### config.mk
export PLATFORM = sky130hd
export DESIGN_NAME = stripe_chk_enc
export DESIGN_NICKNAME = d
export VERILOG_FILES = /design/src/rtl/sce_pkg.sv /design/src/rtl/ckenc_opsel.sv /design/src/rtl/ckenc_term.sv /design/src/rtl/ckenc_xor_tree.sv /design/src/rtl/stripe_chk_enc.sv
export SDC_FILE = /design/constraint.sdc
export NUM_CORES = 1
export LEC_CHECK = 0
export CAP_MARGIN = 20
export CORE_MARGIN = 4
export CORE_UTILIZATION = 39
export CTS_BUF_LIST = sky130_fd_sc_hd__clkbuf_8 sky130_fd_sc_hd__clkbuf_16
export DETAILED_ROUTE_END_ITERATION = 6
export GPL_TIMING_DRIVEN = 1
export PLACE_DENSITY = 0.74
export SLEW_MARGIN = 25
export SYNTH_ARGS = -nofsm -noshare
export SYNTH_HDL_FRONTEND = slang
export SYNTH_SLANG_ARGS = --single-unit
### constraint.sdc
create_clock -name clk -period 5.66 [get_ports clk]
set_input_delay 1.132 -clock clk [delete_from_list [all_inputs] [get_ports clk]]
set_output_delay 1.132 -clock clk [all_outputs]
set_load 0.02 [all_outputs]
### src/rtl/sce_pkg.sv
package sce_pkg;
  // 4-bit symbols, bit 3 = alpha^0 coefficient, field polynomial 1+x+x^4
  localparam int SYM_W = 4;
  localparam int MAX_DRIVES = 13;
  typedef logic [SYM_W-1:0] sym_t;

  localparam sym_t SYM_ONE = 4'b1000;
  localparam sym_t SYM_ALPHA4 = 4'b1100;

  // Multiply by alpha: one XOR gate
  function automatic sym_t times_alpha(sym_t v);
    return {v[0], v[3] ^ v[0], v[2], v[1]};
  endfunction

  // Product with a constant, used while elaborating constants only
  function automatic sym_t const_mul(sym_t a, sym_t k);
    sym_t acc;
    sym_t p;
    acc = '0;
    p = a;
    for (int b = 0; b < SYM_W; b++) begin
      if (k[SYM_W-1-b]) acc = acc ^ p;
      p = times_alpha(p);
    end
    return acc;
  endfunction

  // Residue of x^pos modulo x^2 + alpha^4 x + alpha, returned as {x^1 coef, x^0 coef}
  function automatic logic [2*SYM_W-1:0] pos_residue(int pos);
    sym_t r1;
    sym_t r0;
    sym_t n1;
    r1 = '0;
    r0 = SYM_ONE;
    for (int s = 0; s < pos; s++) begin
      n1 = const_mul(r1, SYM_ALPHA4) ^ r0;
      r0 = const_mul(r1, 4'b0100);
      r1 = n1;
    end
    return {r1, r0};
  endfunction
endpackage

### src/rtl/ckenc_opsel.sv
module ckenc_opsel
  import sce_pkg::*;
#(
  parameter int NUM_DRIVES = 13,
  parameter int IDX_W = 4
) (
  input  logic                              start,
  input  logic                              step,
  input  logic [IDX_W-1:0]                  step_idx,
  input  logic [SYM_W-1:0]                  step_delta,
  input  logic [NUM_DRIVES-1:0]             drv_en,
  input  logic [NUM_DRIVES*SYM_W-1:0]       drv_data,
  output logic [NUM_DRIVES-1:0][SYM_W-1:0]  operand,
  output logic                              take_load,
  output logic                              take_step
);
  logic [NUM_DRIVES-1:0] hit;

  // start overrides step; R6/R7: only an enabled, in-range drive accepts a step
  for (genvar i = 0; i < NUM_DRIVES; i++) begin : g_drv
    assign hit[i] = step && drv_en[i] && (step_idx == IDX_W'(i));
    always_comb begin
      if (start)
        operand[i] = drv_en[i] ? drv_data[i*SYM_W +: SYM_W] : '0;
      else if (hit[i])
        operand[i] = step_delta;
      else
        operand[i] = '0;
    end
  end

  assign take_load = start;
  assign take_step = !start && (|hit);
endmodule

### src/rtl/ckenc_term.sv
module ckenc_term
  import sce_pkg::*;
#(
  parameter int POS = 2
) (
  input  logic [SYM_W-1:0] din,
  output logic [SYM_W-1:0] t1,
  output logic [SYM_W-1:0] t2
);
  // constant pair of this codeword position, fixed at elaboration
  localparam logic [2*SYM_W-1:0] RES = pos_residue(POS);
  localparam sym_t K1 = RES[SYM_W-1:0];
  localparam sym_t K2 = RES[2*SYM_W-1:SYM_W];

  // din*alpha^k chain shared by both checksum networks
  logic [SYM_W-1:0][SYM_W-1:0] chain;
  logic [SYM_W-1:0][SYM_W-1:0] sel1;
  logic [SYM_W-1:0][SYM_W-1:0] sel2;

  assign chain[0] = din;
  for (genvar k = 1; k < SYM_W; k++) begin : g_chain
    assign chain[k] = times_alpha(chain[k-1]);
  end

  for (genvar k = 0; k < SYM_W; k++) begin : g_sel
    if (K1[SYM_W-1-k]) begin : g_on1
      assign sel1[k] = chain[k];
    end else begin : g_off1
      assign sel1[k] = '0;
    end
    if (K2[SYM_W-1-k]) begin : g_on2
      assign sel2[k] = chain[k];
    end else begin : g_off2
      assign sel2[k] = '0;
    end
  end

  always_comb begin
    t1 = '0;
    t2 = '0;
    for (int k = 0; k < SYM_W; k++) begin
      t1 = t1 ^ sel1[k];
      t2 = t2 ^ sel2[k];
    end
  end
endmodule

### src/rtl/ckenc_xor_tree.sv
module ckenc_xor_tree
  import sce_pkg::*;
#(
  parameter int NUM_IN = 13
) (
  input  logic [NUM_IN-1:0][SYM_W-1:0] terms,
  output logic [SYM_W-1:0]             sum
);
  always_comb begin
    sum = '0;
    for (int i = 0; i < NUM_IN; i++) sum = sum ^ terms[i];
  end
endmodule

### src/rtl/stripe_chk_enc.sv
module stripe_chk_enc
  import sce_pkg::*;
#(
  parameter int NUM_DRIVES = 13,
  localparam int IDX_W = $clog2(NUM_DRIVES + 1)
) (
  input  logic                        clk,
  input  logic                        rst,
  input  logic                        start,
  input  logic [NUM_DRIVES-1:0]       drv_en,
  input  logic [NUM_DRIVES*4-1:0]     drv_data,
  input  logic                        step,
  input  logic [IDX_W-1:0]            step_idx,
  input  logic [3:0]                  step_delta,
  output logic [3:0]                  chk1,
  output logic [3:0]                  chk2,
  output logic                        chk_valid
);
  logic [NUM_DRIVES-1:0][SYM_W-1:0] operand;
  logic [NUM_DRIVES-1:0][SYM_W-1:0] c1_terms;
  logic [NUM_DRIVES-1:0][SYM_W-1:0] c2_terms;
  logic [SYM_W-1:0] sum1;
  logic [SYM_W-1:0] sum2;
  logic take_load;
  logic take_step;

  ckenc_opsel #(.NUM_DRIVES(NUM_DRIVES), .IDX_W(IDX_W)) u_opsel (
    .start(start), .step(step), .step_idx(step_idx), .step_delta(step_delta),
    .drv_en(drv_en), .drv_data(drv_data), .operand(operand),
    .take_load(take_load), .take_step(take_step)
  );

  // drive i (0-based) sits at x^(i+2)
  for (genvar i = 0; i < NUM_DRIVES; i++) begin : g_term
    ckenc_term #(.POS(i + 2)) u_term (
      .din(operand[i]), .t1(c1_terms[i]), .t2(c2_terms[i])
    );
  end

  ckenc_xor_tree #(.NUM_IN(NUM_DRIVES)) u_sum1 (.terms(c1_terms), .sum(sum1));
  ckenc_xor_tree #(.NUM_IN(NUM_DRIVES)) u_sum2 (.terms(c2_terms), .sum(sum2));

  // registered checksums and one-cycle valid
  always_ff @(posedge clk) begin
    if (rst) begin
      chk1 <= '0;
      chk2 <= '0;
      chk_valid <= 1'b0;
    end else begin
      chk_valid <= take_load | take_step;
      if (take_load) begin
        chk1 <= sum1;
        chk2 <= sum2;
      end else if (take_step) begin
        chk1 <= chk1 ^ sum1;
        chk2 <= chk2 ^ sum2;
      end
    end
  end
endmodule

==> Word-level counts from Yosys, hierarchy flattened <==
Cells that the tools add are included.
{ "word_totals": {"romBits": 0, "inputBits": 77, "mem_count": 0, "regBits": 9, "output_inout_bits": 9, "ram_bits": 0, "latch_bits": 0, "wordCells": 176} }
{ "op_classes": {"bitwise_logic": 87, "add_sub_neg": 0, "div": 0, "shifts": 0, "order_cmp": 0, "reduce_logical": 31, "n_mux": 43, "mul": 0, "eq_ne": 12} }
{ "op_table": {"columns": ["cell", "n"], "rows": [
  ["$xor A4 B4 Y4", 55],
  ["$mux W4", 43],
  ["$xor A1 B1 Y1", 31],
  ["$logic_and A1 B1 Y1", 27],
  ["$eq A4 B4 Y1 const B", 5],
  ["$eq A4 B3 Y1 const B", 4],
  ["$reduce_or A13 Y1", 1],
  ["$eq A4 B2 Y1 const B", 2],
  ["$eq A4 B1 Y1 const B", 1],
  ["$logic_not A4 Y1", 1],
  ["$reduce_bool A2 Y1", 1],
  ["$logic_not A1 Y1", 1],
  ["$or A1 B1 Y1", 1]
]} }

==> Depth between registers and ports, before layout <==
{ "logic_depth": {"depth_word": 22, "mapped_depth": 12, "ltp_nobuf": 9} }

==> Hierarchy <==
A second synthesis with hierarchy kept.
{ "unflattened": {"cells_unflattened": 369, "area_unflattened_um2": 3449.6} }
{ "modules_own_cells": {"columns": ["module", "seq_area_each_um2", "area_each_um2", "cells_each", "instances"], "rows": [
  ["ckenc_xor_tree", 0.0, 480.5, 36, 2],
  ["ckenc_opsel", 0.0, 850.8, 123, 1],
  ["stripe_chk_enc", 180.2, 432.9, 54, 1],
  ["ckenc_term (g_term[10].u_term ...)", 0.0, 118.9, 10, 2],
  ["ckenc_term (g_term[11].u_term ...)", 0.0, 107.6, 10, 2],
  ["ckenc_term (g_term[3].u_term ...)", 0.0, 95.1, 9, 2],
  ["ckenc_term (g_term[1].u_term ...)", 0.0, 90.1, 10, 2],
  ["ckenc_term (g_term[0].u_term ...)", 0.0, 80.1, 8, 2],
  ["ckenc_term (g_term[2].u_term)", 0.0, 113.9, 10, 1],
  ["ckenc_term (g_term[12].u_term ...)", 0.0, 53.8, 8, 2]
]} }

==> Worst setup path after synthesis <==
OpenSTA, ideal clock, no wires.
{ "synth_timing": {"path_type": "input port to flip-flop", "startpoint": "input step_idx[2]", "endpoint": "register chk1[2]", "slack_ns": 2.488, "path_buffers": 1, "setup_ns": 0.117, "t_arrival_ns": 3.054, "required_ns": 5.543, "cell_stages": 10, "path_cell_list": "buf_6 -> or3b_4 -> nor4_2 -> o21ai_1 -> xnor3_2 -> xnor2_1 -> xnor2_1 -> xnor2_1 -> xnor2_1 -> o21ai_1"} }
{ "synth_between": {"elab_chain_cells": 21, "elab_cells_between_ends": 105, "cone_classes": "eq/ne: 12; mux: 28; bitwise: 48; reduce/logical: 17"} }
{ "synth_lines": {"columns": ["item", "line_no", "source"], "rows": [
  ["start: declaration", "stripe_chk_enc.sv:13", "input logic [IDX_W-1:0] step_idx,"],
  ["$eq A4 B1 Y1 or $eq A4 B2 Y1 (tied branches)", "ckenc_opsel.sv:21", "assign hit[i] = step && drv_en[i] && (step_idx == IDX_W'(i));"],
  ["$logic_and A1 B1 Y1", "ckenc_opsel.sv:21", null],
  ["$mux W4", "ckenc_opsel.sv:25", "else if (hit[i])"],
  ["$mux W4", "ckenc_opsel.sv:23", "if (start)"],
  ["$xor A1 B1 Y1", "sce_pkg.sv:12", "return {v[0], v[3] ^ v[0], v[2], v[1]};"],
  ["$xor A4 B4 Y4", "ckenc_term.sv:42", "t1 = t1 ^ sel1[k];"],
  ["$xor A4 B4 Y4 (on tied branches)", "ckenc_xor_tree.sv:11, ckenc_term.sv:42", null],
  ["$xor A4 B4 Y4 (11 in series)", "ckenc_xor_tree.sv:11", "for (int i = 0; i < NUM_IN; i++) sum = sum ^ terms[i];"],
  ["$xor A4 B4 Y4", "stripe_chk_enc.sv:55", "chk1 <= chk1 ^ sum1;"],
  ["$mux W4", "stripe_chk_enc.sv:54", "end else if (take_step) begin"],
  ["$mux W4", "stripe_chk_enc.sv:51", "if (take_load) begin"],
  ["end signal: assignment", "stripe_chk_enc.sv:52", "chk1 <= sum1;"],
  ["end signal: assignment", "stripe_chk_enc.sv:55", null],
  ["end: declaration", "stripe_chk_enc.sv:15", "output logic [3:0] chk1,"]
]} }
Several ways; a longest one is shown, not always the timed one. The select of a mux whose other input is x is not followed.
A chain may end at the register's enable or synchronous reset.

==> Worst setup path in the final report <==
{ "layout_timing": {"startpoint": "input step_delta[1]", "endpoint": "register chk1[2]"} }
{ "layout_between": {"elab_chain_cells": 19, "elab_cells_between_ends": 62, "cone_classes": "mux: 24; bitwise: 38"} }
{ "layout_lines": {"columns": ["item", "line_no", "source"], "rows": [
  ["start: declaration", "stripe_chk_enc.sv:14", "input logic [3:0] step_delta,"],
  ["$mux W4", "ckenc_opsel.sv:25", null],
  ["$mux W4", "ckenc_opsel.sv:23", null],
  ["$xor A1 B1 Y1", "sce_pkg.sv:12", null],
  ["$xor A4 B4 Y4", "ckenc_term.sv:42", null],
  ["$xor A4 B4 Y4 (on tied branches)", "ckenc_xor_tree.sv:11, ckenc_term.sv:42", null],
  ["$xor A4 B4 Y4 (10 in series)", "ckenc_xor_tree.sv:11", null],
  ["$xor A4 B4 Y4 (*)", "ckenc_xor_tree.sv:11", null],
  ["$xor A4 B4 Y4", "stripe_chk_enc.sv:55", null],
  ["$mux W4", "stripe_chk_enc.sv:54", null],
  ["$mux W4 (*)", "stripe_chk_enc.sv:51", null]
]} }
Every way passes the cells marked *; elsewhere a longest branch is shown, timed or not. The select of a mux whose other input is x is not followed.

==> metrics <==
outcome complete, no violations; critical path's top delay family XOR/XNOR gates; largest family of logic cells by synthesized area XOR/XNOR gates; final setup violation count 0; Area Growth Syn to Fin 33.3%; Synth cell types 55; vias in the first global route 2,705; dpl cell area between 3000 and 4000 µm²; maxcap violations 0; die area approximately 8200 µm²; I/O Buffers 85; top-area cell type share of the netlist area 26.0%; HPWL Detailed ~7800 µm; crit path max-delay cell type nor2b_1; GRT Util Overall 21.6%; total wire length around 9200 µm; pre-CTS setup slack 1640 ps; Post-Synth Adder-Cell Area 0%; leakage 1.24 nW; fin. max-slew vios 0; relative slew slack 48.2%; final critical-path required period 3790 ps; Critical Path RT 5780 ps; Worst-Margin Slew just under 800 ps; cts-stage hold buffer count 0; f_max 0.264 GHz; Die H 90.6 µm; synthesized area 2660 µm²; Synth Area in Compound Gates 21.3%; crit path launch type input port; Synth Area in Simple Gates roughly 24%; final hold vios 0; multiplexer share of the synthesized area 0%; antenna cells 0; Final TNS setup 0 ps; clock latency on the worst-skew pair 240 ps; Max Root-Sink Buffers 2; clock sink total 9; CP most frequent cell xnor2_1; Die Wd 90.6 µm; 1st-pass router iterations 5; drt first-iter violations 290; Arr. time, crit path 3900 ps; Root Buffer clkbuf_8; syn nets 426; CTS tree done; predominant post-synthesis flop cell dfxtp_1; grt ovf 0; IO Pins 86; power per cell area 206 nW/µm²; vias per inst 5.85; synth cell count leaders 79 x xnor2_1, 36 x xor2_1, 33 x nand2_1; Layout Nets between 400 and 500; RSZ-0062 raised after global routing no; Antenna Nets Post-Route 0; clock-pin slew on the worst setup and hold paths about 40 ps; Resized Gates After CTS 0; global-route wire length before repair about 14,000 µm; Syn Area/Cell roughly 7.6 µm²; EDFF count, synth 0; # rows 29; largest net degree at the start of global routing 45; routed len/inst 18.5 µm; post-synthesis register bit count 9; ys async rst share 0%; largest cells by area after synthesis xnor2_1 26%, xor2_1 12%, dfxtp_1 6.8%; crit path max fanout 10; WS Path Type input port to register; Initial Utilization 41.0%; Final Total Pwr around 0.00073 W; fin area 3550 µm²; clk_skew 0 ps; Syn. warnings 0; cell with the most instances after synthesis xnor2_1; core box area approximately 6500 µm²; Num CTS Buffers 3; Critical path buffers and inverters 1; routed vias 2,906; Finished Core Util 54.7%; peak supply drop slightly above 0.09 mV; initial antenna violation count 0; Max H-tree Level 1; critical path's largest stage delay between 600 and 700 ps; post-CTS setup buffers 0; sequential area share after synthesis 6.76%; worst min path class register to register; post-synthesis xor/xnor area fraction 43.6%; fin crit share 66.9%; GPL Wtd Cong 0.956; post-synth top area cell xnor2_1; Syn Inst Count 349; # DRC 0; Critical Path Sink Type register; setup ws final 1870 ps; share of cells above drive strength 1 6.90%; critical path, cell by cell clkdlybuf4s50_1, nor2b_1, nand2_1, o211ai_1, xnor3_2, xnor2_1, xnor2_1, xnor2_1, xnor2_1, o21ai_1
## placed cells by master (no fill, tap or decap), drive strengths merged, types with 2 or more instances in the layout
cell / instances
a211oi: 3
a21boi: 4
a21oi: 8
a22o: 3
a31oi: 4
a32o: 5
a32oi: 17
and2: 3
and3: 14
and4bb: 2
buf: 2
clkbuf: 3
clkdlybuf4s50: 84
dfxtp: 9
inv: 2
nand2: 33
nand2b: 5
nand3: 22
nand4: 4
nor2: 15
nor2b: 7
nor3b: 2
nor4: 3
o21ai: 22
o21ba: 2
o31ai: 4
xnor2: 86
xor2: 37
## state kept, by name (all words and copies together) (netlist names)
register   cells
chk1           4
chk2           4
chk_valid      1
## power by group
group,internal [W],switching [W],total [W],leakage (nW)
Clock,0.0000473,0.0000259,0.0000731,0.0269
Sequential,0.0000909,0.0000301,0.000121,0.0747
Combinational,0.000282,0.000254,0.000536,1.14
## per-layer routing
metal	GRT usage (%)	routed length, µm
met1	28.6	3960
met2	36.8	4350
met3	2.67	741
met4	5.48	163
met5	0	0
## area by class of cell
cell class	instances	area (µm²)
Fill cell	632	2950
Multi-Input combinational cell	320	2370
Timing Repair Buffer	86	853
Sequential cell	9	180
Tap cell	77	96.3
Clock buffer	3	41.3
Clock inverter	1	3.75
Inverter	1	3.75
## worst reg2reg max path: stages, from the launching register on
cell,delay (ps)
dfxtp_1,400
xor2_1,150
o21ai_0,120
xnor2_1,320
xnor2_1,170
xnor2_1,150
xnor2_1,140
nor2_1,50
## kinds of logic (layout without fill, tap and decap cells)
logic type | Yosys count | count (layout)
XOR/XNOR | 124 | 124
AND/OR/NAND/NOR | 117 | 117
AO/OA/AOI/OAI | 79 | 79
buffers and inverters | 20 | 91
flip-flops | 9 | 9
## stage by stage
| step | std cells | hold WS [ps] |
|---|---|---|
| detailed placement | 493 | 477 |
| global route | 497 | 517 |
| floorplan | 349 | 542 |
| CTS | 497 | 484 |
| global placement | 493 | 469 |
| finish | 497 | 479 |
## path summary, 6_finish.rpt
| check | start | endpoint | slack (ps) | cells after the start |
|---|---|---|---|---|
| worst min register to register | chk2[0] | chk2[0] | 480 | 2 |
| worst min-delay path | chk2[0] | chk2[0] | 480 | 2 |
| worst max-delay path | step_delta[1] | chk1[2] | 1870 | 10 |
| worst max register to register | chk2[2] | chk2[2] | 4050 | 7 |
(Power assumes the default switching activity.)
